==> config.mk <==
export PLATFORM = sky130hd
export DESIGN_NAME = flash_cmd_seq
export DESIGN_NICKNAME = d
export VERILOG_FILES = /design/src/rtl/fseq_pkg.sv /design/src/rtl/fseq_classify.sv /design/src/rtl/fseq_fsm.sv /design/src/rtl/fseq_id_unit.sv /design/src/rtl/flash_cmd_seq.sv
export SDC_FILE = /design/constraint.sdc
export NUM_CORES = 1
export LEC_CHECK = 0
export BUFFER_PORTS_ARGS = -buffer_cell sky130_fd_sc_hd__buf_2
export CORE_MARGIN = 2
export CORE_UTILIZATION = 48
export CTS_BUF_LIST = sky130_fd_sc_hd__clkbuf_4 sky130_fd_sc_hd__clkbuf_8
export CTS_CLUSTER_SIZE = 20
export DETAILED_ROUTE_END_ITERATION = 12
export PLACE_DENSITY_LB_ADDON = 0.05
export SLEW_MARGIN = 20
export SYNTH_ARGS = -nofsm -noshare
export SYNTH_HDL_FRONTEND = slang
export SYNTH_SLANG_ARGS = --single-unit
==> constraint.sdc <==
create_clock -name clk -period 3.02 [get_ports clk]
set_input_delay 0.151 -clock clk [delete_from_list [all_inputs] [get_ports clk]]
set_output_delay 0.151 -clock clk [all_outputs]
set_load 0.02 [all_outputs]
==> src/rtl/fseq_pkg.sv <==
package fseq_pkg;

   typedef enum logic [2:0] {
      OP_PROG   = 3'd0,
      OP_CHIP   = 3'd1,
      OP_SECT   = 3'd2,
      OP_LOCK   = 3'd3,
      OP_ID_IN  = 3'd4,
      OP_ID_OUT = 3'd5
   } op_e;

   typedef enum logic [2:0] {
      ST_IDLE,
      ST_UNL1,
      ST_UNL2,
      ST_WORD,
      ST_EUN1,
      ST_EUN2,
      ST_EFIN
   } step_e;

   localparam logic [7:0] KEY_FIRST  = 8'hAA;
   localparam logic [7:0] KEY_SECOND = 8'h55;
   localparam logic [7:0] SEL_PROG   = 8'hA0;
   localparam logic [7:0] SEL_PREFIX = 8'h80;
   localparam logic [7:0] SEL_ID_IN  = 8'h90;
   localparam logic [7:0] SEL_ID_OUT = 8'hF0;
   localparam logic [7:0] FIN_CHIP   = 8'h10;
   localparam logic [7:0] FIN_SECT   = 8'h30;
   localparam logic [7:0] FIN_LOCK   = 8'h40;

endpackage

==> src/rtl/fseq_classify.sv <==
module fseq_classify #(
   parameter int AW = 18,
   parameter int DW = 16,
   parameter logic [AW-1:0] UNL_ADDR1 = AW'('h5555),
   parameter logic [AW-1:0] UNL_ADDR2 = AW'('h2AAA)
) (
   input  logic [AW-1:0] addr,
   input  logic [DW-1:0] data,
   output logic          hit_a1,
   output logic          hit_a2,
   output logic [7:0]    code
);
   // Only the low byte takes part in command decoding.
   assign hit_a1 = (addr == UNL_ADDR1);
   assign hit_a2 = (addr == UNL_ADDR2);
   assign code   = data[7:0];
endmodule

==> src/rtl/fseq_fsm.sv <==
module fseq_fsm
   import fseq_pkg::*;
#(
   parameter int AW = 18,
   parameter int DW = 16
) (
   input  logic          clk,
   input  logic          rst_n,
   input  logic          accept,
   input  logic          hit_a1,
   input  logic          hit_a2,
   input  logic [7:0]    code,
   input  logic [AW-1:0] addr,
   input  logic [DW-1:0] data,
   output logic          req_valid,
   output op_e           req_op,
   output logic [AW-1:0] req_addr,
   output logic [DW-1:0] req_data
);
   step_e st, st_nxt;
   logic  fire;
   op_e   fire_op;

   always_comb begin
      st_nxt  = st;
      fire    = 1'b0;
      fire_op = OP_PROG;
      if (accept) begin
         unique case (st)
            ST_IDLE: begin
               if (hit_a1 && code == KEY_FIRST) begin
                  st_nxt = ST_UNL1;
               end else if (code == SEL_ID_OUT) begin
                  fire    = 1'b1;
                  fire_op = OP_ID_OUT;
               end
            end
            ST_UNL1: st_nxt = (hit_a2 && code == KEY_SECOND) ? ST_UNL2 : ST_IDLE;
            ST_UNL2: begin
               st_nxt = ST_IDLE;
               if (hit_a1) begin
                  case (code)
                     SEL_PROG:   st_nxt = ST_WORD;
                     SEL_PREFIX: st_nxt = ST_EUN1;
                     SEL_ID_IN:  begin fire = 1'b1; fire_op = OP_ID_IN;  end
                     SEL_ID_OUT: begin fire = 1'b1; fire_op = OP_ID_OUT; end
                     default: ;
                  endcase
               end
            end
            ST_WORD: begin
               st_nxt  = ST_IDLE;
               fire    = 1'b1;
               fire_op = OP_PROG;
            end
            ST_EUN1: st_nxt = (hit_a1 && code == KEY_FIRST)  ? ST_EUN2 : ST_IDLE;
            ST_EUN2: st_nxt = (hit_a2 && code == KEY_SECOND) ? ST_EFIN : ST_IDLE;
            ST_EFIN: begin
               st_nxt = ST_IDLE;
               if (code == FIN_SECT) begin
                  fire = 1'b1; fire_op = OP_SECT;
               end else if (hit_a1 && code == FIN_CHIP) begin
                  fire = 1'b1; fire_op = OP_CHIP;
               end else if (hit_a1 && code == FIN_LOCK) begin
                  fire = 1'b1; fire_op = OP_LOCK;
               end
            end
            default: st_nxt = ST_IDLE;
         endcase
      end
   end

   always_ff @(posedge clk or negedge rst_n) begin
      if (!rst_n) begin
         st        <= ST_IDLE;
         req_valid <= 1'b0;
         req_op    <= OP_PROG;
         req_addr  <= '0;
         req_data  <= '0;
      end else begin
         st        <= st_nxt;
         req_valid <= fire;
         if (fire) begin
            req_op   <= fire_op;
            req_addr <= addr;
            req_data <= data;
         end
      end
   end
endmodule

==> src/rtl/fseq_id_unit.sv <==
module fseq_id_unit
   import fseq_pkg::*;
#(
   parameter int AW = 18,
   parameter logic [7:0] MFR_CODE = 8'h1F,
   parameter logic [7:0] DEV_CODE = 8'h92,
   parameter bit REG_READ = 1'b0
) (
   input  logic          clk,
   input  logic          rst_n,
   input  logic          req_valid,
   input  op_e           req_op,
   input  logic [AW-1:0] rd_addr,
   output logic          id_mode,
   output logic [7:0]    id_rd_data
);
   logic [7:0] sel_code;

   always_ff @(posedge clk or negedge rst_n) begin
      if (!rst_n) begin
         id_mode <= 1'b0;
      end else if (req_valid) begin
         if (req_op == OP_ID_IN) begin
            id_mode <= 1'b1;
         end else if (req_op == OP_ID_OUT) begin
            id_mode <= 1'b0;
         end
      end
   end

   assign sel_code = !id_mode ? 8'h00 : (rd_addr[0] ? DEV_CODE : MFR_CODE);

   generate
      if (REG_READ) begin : g_reg_read
         logic [7:0] code_q;
         always_ff @(posedge clk or negedge rst_n) begin
            if (!rst_n) code_q <= 8'h00;
            else        code_q <= sel_code;
         end
         assign id_rd_data = code_q;
      end else begin : g_comb_read
         assign id_rd_data = sel_code;
      end
   endgenerate
endmodule

==> src/rtl/flash_cmd_seq.sv <==
module flash_cmd_seq
   import fseq_pkg::*;
#(
   parameter int AW = 18,
   parameter int DW = 16,
   parameter logic [AW-1:0] UNL_ADDR1 = AW'('h5555),
   parameter logic [AW-1:0] UNL_ADDR2 = AW'('h2AAA),
   parameter logic [7:0] MFR_CODE = 8'h1F,
   parameter logic [7:0] DEV_CODE = 8'h92,
   parameter bit REG_READ = 1'b0
) (
   input  logic          clk,
   input  logic          rst_n,
   input  logic          wr_en,
   input  logic [AW-1:0] wr_addr,
   input  logic [DW-1:0] wr_data,
   input  logic          busy,
   input  logic [AW-1:0] rd_addr,
   output logic          req_valid,
   output logic [2:0]    req_op,
   output logic [AW-1:0] req_addr,
   output logic [DW-1:0] req_data,
   output logic          id_mode,
   output logic [7:0]    id_rd_data
);
   generate
      if (AW < 15) begin : g_bad_aw
         $error("flash_cmd_seq: AW must be at least 15");
      end
      if (DW < 8) begin : g_bad_dw
         $error("flash_cmd_seq: DW must be at least 8");
      end
   endgenerate

   logic       accept;
   logic       hit_a1, hit_a2;
   logic [7:0] code;
   op_e        op_q;

   assign accept = wr_en && !busy;
   assign req_op = op_q;

   fseq_classify #(
      .AW(AW), .DW(DW), .UNL_ADDR1(UNL_ADDR1), .UNL_ADDR2(UNL_ADDR2)
   ) u_classify (
      .addr(wr_addr), .data(wr_data),
      .hit_a1(hit_a1), .hit_a2(hit_a2), .code(code)
   );

   fseq_fsm #(.AW(AW), .DW(DW)) u_fsm (
      .clk(clk), .rst_n(rst_n), .accept(accept),
      .hit_a1(hit_a1), .hit_a2(hit_a2), .code(code),
      .addr(wr_addr), .data(wr_data),
      .req_valid(req_valid), .req_op(op_q),
      .req_addr(req_addr), .req_data(req_data)
   );

   fseq_id_unit #(
      .AW(AW), .MFR_CODE(MFR_CODE), .DEV_CODE(DEV_CODE), .REG_READ(REG_READ)
   ) u_id (
      .clk(clk), .rst_n(rst_n), .req_valid(req_valid), .req_op(op_q),
      .rd_addr(rd_addr), .id_mode(id_mode), .id_rd_data(id_rd_data)
   );
endmodule

==> impl_metrics.csv <==
group,metric,value,unit
clock_tree,post_cts_buffers,0,
timing,tns,0,ns
clock_tree,cts.clk_slew.worst_paths,0.08,ns
timing,setup_viol,0,
synth,synthCells,174,
timing,period_needed,2.56,ns
finish,layout.nets,309,
routing,ant_nets,0,
critical_path,critPathKind,"register to register",
synth,synth_area,0.00223,sq mm
placement,place.gp.congestion,0.873,
placement,dpl.hpwl,3430,microns
finish,final_common_cell,"buf_2",
finish,antenna_cells,0,
clock_tree,htreeDepth,2,
power,pwr_density_cell,376,mW/mm^2
run,drv_cap,0,
global_route,grt_pass1_vias,1608,
synth,synth_warnings,0,
finish,area_growth,21.3,%
synth,synthXorXnorAreaFrac,0.392,%
timing,hold_ws,-0.0135,ns
clock_tree,clock_latency,0.30,ns
global_route,grt_max_degree,43,
routing,drt-wirelength-per-cell,15.4,microns
die,rows,24,
synth,seq_area_frac_synth,47.1,%
timing,hold_viol,30,
timing,tightest_slew,0.920,ns
power,design_power_total,1020,uW
die,die-area,0.00521,sq mm
critical_path,endpoint_kind,"register",
synth,synth_flop_cell,"dfrtp_1",
routing,num_vias,1650,
global_route,grt_util_all_layers,19.2,%
status,violations,"hold timing",
worst_hold_path,hold_path_class,"input pin to async pin",
die,start_util,50.6,%
synth,ys_seq_elements,42,
finish,drive_gt1_share,53.1,%
timing,rsz0062_at_grt,"no",
timing,post-route-period-util,84.7,%
synth,synth_cell_types,46,
clock_tree,clockBufferDepth,2,
critical_path,r2r_cells,7,
routing,via_per_inst,5.39,
routing,routed_wirelength,4730,microns
die,pin_count,103,
critical_path,critPathMaxFanout,31,
clock_tree,cts_tree,"built",
synth,synthMuxAreaShare,22.9,%
power,leakage,0.00140,uW
synth,yosys.area_share.simple,17.1,%
clock_tree,cts.repair.resized,0,
die,die_h,72.2,microns
status,outcome,"finished with violations",
timing,maxSlewHeadroom,38.7,%
timing,final-max-slew-violation-count,0,
routing,drc,0,
global_route,antenna_found_initial,0,
global_route,grt_overflow_total,0,
clock_tree,clk_root_buffer_cell,"clkbuf_8",
global_route,grt_pass1_wl,7670,microns
critical_path,required,3.20,ns
synth,synth_top_family_by_area,"multiplexers",
routing,drtIter0Drc,85,
timing,fmax,391,MHz
synth,synth_fa_ha_area_share,0,%
synth,synth.avg_cell_area,12.8,sq um
routing,dr.pass1.iters,4,
clock_tree,cts_hold_buf,0,
timing,fin_worst_skew,0.00723,ns
die,fp.dieW,72.2,microns
die,core_area,0.00441,sq mm
placement,port_buffers,83,
clock_tree,cts.sinks,42,
power,peakVddDrop,231,uV
synth,synth-async-reset-ratio,100,%
synth,synth_edf_count,0,
critical_path,startpoint_type,"register",
finish,final_cell_mix,"83 x buf_2, 42 x dfrtp_1, 28 x mux2_4",
synth,synth_compound_area_share,6.39,%
clock_tree,cts_buffers,5,
critical_path,arrival,2.74,ns
==> cell families (layout without fill, tap and decap cells) <==
family	after synthesis	after routing
simple gates	57	57
flops	42	42
mux	36	36
compound gates	21	21
buf+inv	16	95
other cells	1	2
xor+xnor	1	1
==> worst max-delay path: stages (launching register included) <==
cell and delay, ns:
dfrtp_1 0.48, nand4bb_1 0.31, or3_1 0.37, a21oi_1 0.16, a21oi_1 0.09, o21ai_4 0.35
buf_12 0.28, mux2_2 0.36
==> flip-flops by register name (all words and copies together), names as in the netlist <==
name,cells
u_fsm.req_valid,1
u_fsm.req_data,16
u_fsm.req_op,3
u_fsm.req_addr,18
u_fsm.st,3
u_id.id_mode,1
==> power by group <==
group / internal (uW) / switching [uW]
sequential: 564 / 3.90
combinational: 33.7 / 46.5
clock: 172 / 198
total: 770 / 248
==> synthesized netlist by cell type (2+ instances only) <==
cell type,n,area [sq um]
or3b_2,2,17.5
dfrtp_1,42,1050
mux2_4,28,420
and4b_1,3,30.0
nand3_1,4,20.0
o21ai_0,8,40.0
nor2_1,4,15.0
a21oi_1,3,15.0
nand4bb_1,2,22.5
nand2_1,8,30.0
nor2b_1,5,31.3
mux2_2,8,90.1
nor4bb_1,2,20.0
nor3_1,5,25.0
buf_4,6,45.0
inv_1,2,7.51
nor4b_1,3,26.3
buf_12,3,60.1
nor3b_1,3,22.5
o22ai_1,2,12.5
nand4_1,3,18.8
clkbuf_1,3,11.3
nand3b_1,2,15.0
==> stage by stage <==
stage / hold slack [ns] / setup WS, ns / util, % / instance area (sq um) / cells
floorplan: -0.145 / 0.774 / - / 2240 / 175
detailed placement: 0.353 / 0.385 / 59.3 / 2620 / 298
finish: -0.0135 / 0.461 / 61.3 / 2710 / 306
CTS: 0.0203 / 0.466 / 61.3 / 2710 / 306
global route: 0.0594 / 0.299 / 61.3 / 2710 / 306
global placement: 0.350 / 0.426 / 59.3 / 2620 / 298
==> final cells by class <==
type | instances | area [sq um]
flip-flops and latches | 42 | 1050
clock inverters | 2 | 13.8
fillers | 382 | 1710
well taps | 52 | 65.1
clock buffers | 6 | 76.3
inverters | 2 | 7.51
repair buffers | 85 | 443
multi-input cells | 117 | 1050
==> final timing paths <==
path,from,slack (ns),to
worst max-delay path,u_fsm.st[0]$_DFFE_PN0P_,0.46,u_fsm.req_data[11]$_DFFE_PN0P_
worst min-delay path,rst_n,-0.01,u_fsm.req_addr[9]$_DFFE_PN0P_
worst max register to register,u_fsm.st[0]$_DFFE_PN0P_,0.46,u_fsm.req_data[11]$_DFFE_PN0P_
worst min register to register,u_fsm.req_op[0]$_DFFE_PN0P_,0.50,u_id.id_mode$_DFFE_PN0P_
max in group asynchronous,rst_n,2.46,u_fsm.req_data[1]$_DFFE_PN0P_
min in group clk,wr_data[15],0.08,u_fsm.req_data[15]$_DFFE_PN0P_
==> metal layers <==
layer  track usage (%)  vias to the layer above  share of wire, %
met4              6.50                        0               1.3
li1                  -                      788                 -
met1              26.4                      797                47
met5                 0                        -                 0
met2              29.9                       59                46
met3              4.58                        6               5.6
No activity file was read; power rests on OpenSTA's default activity.
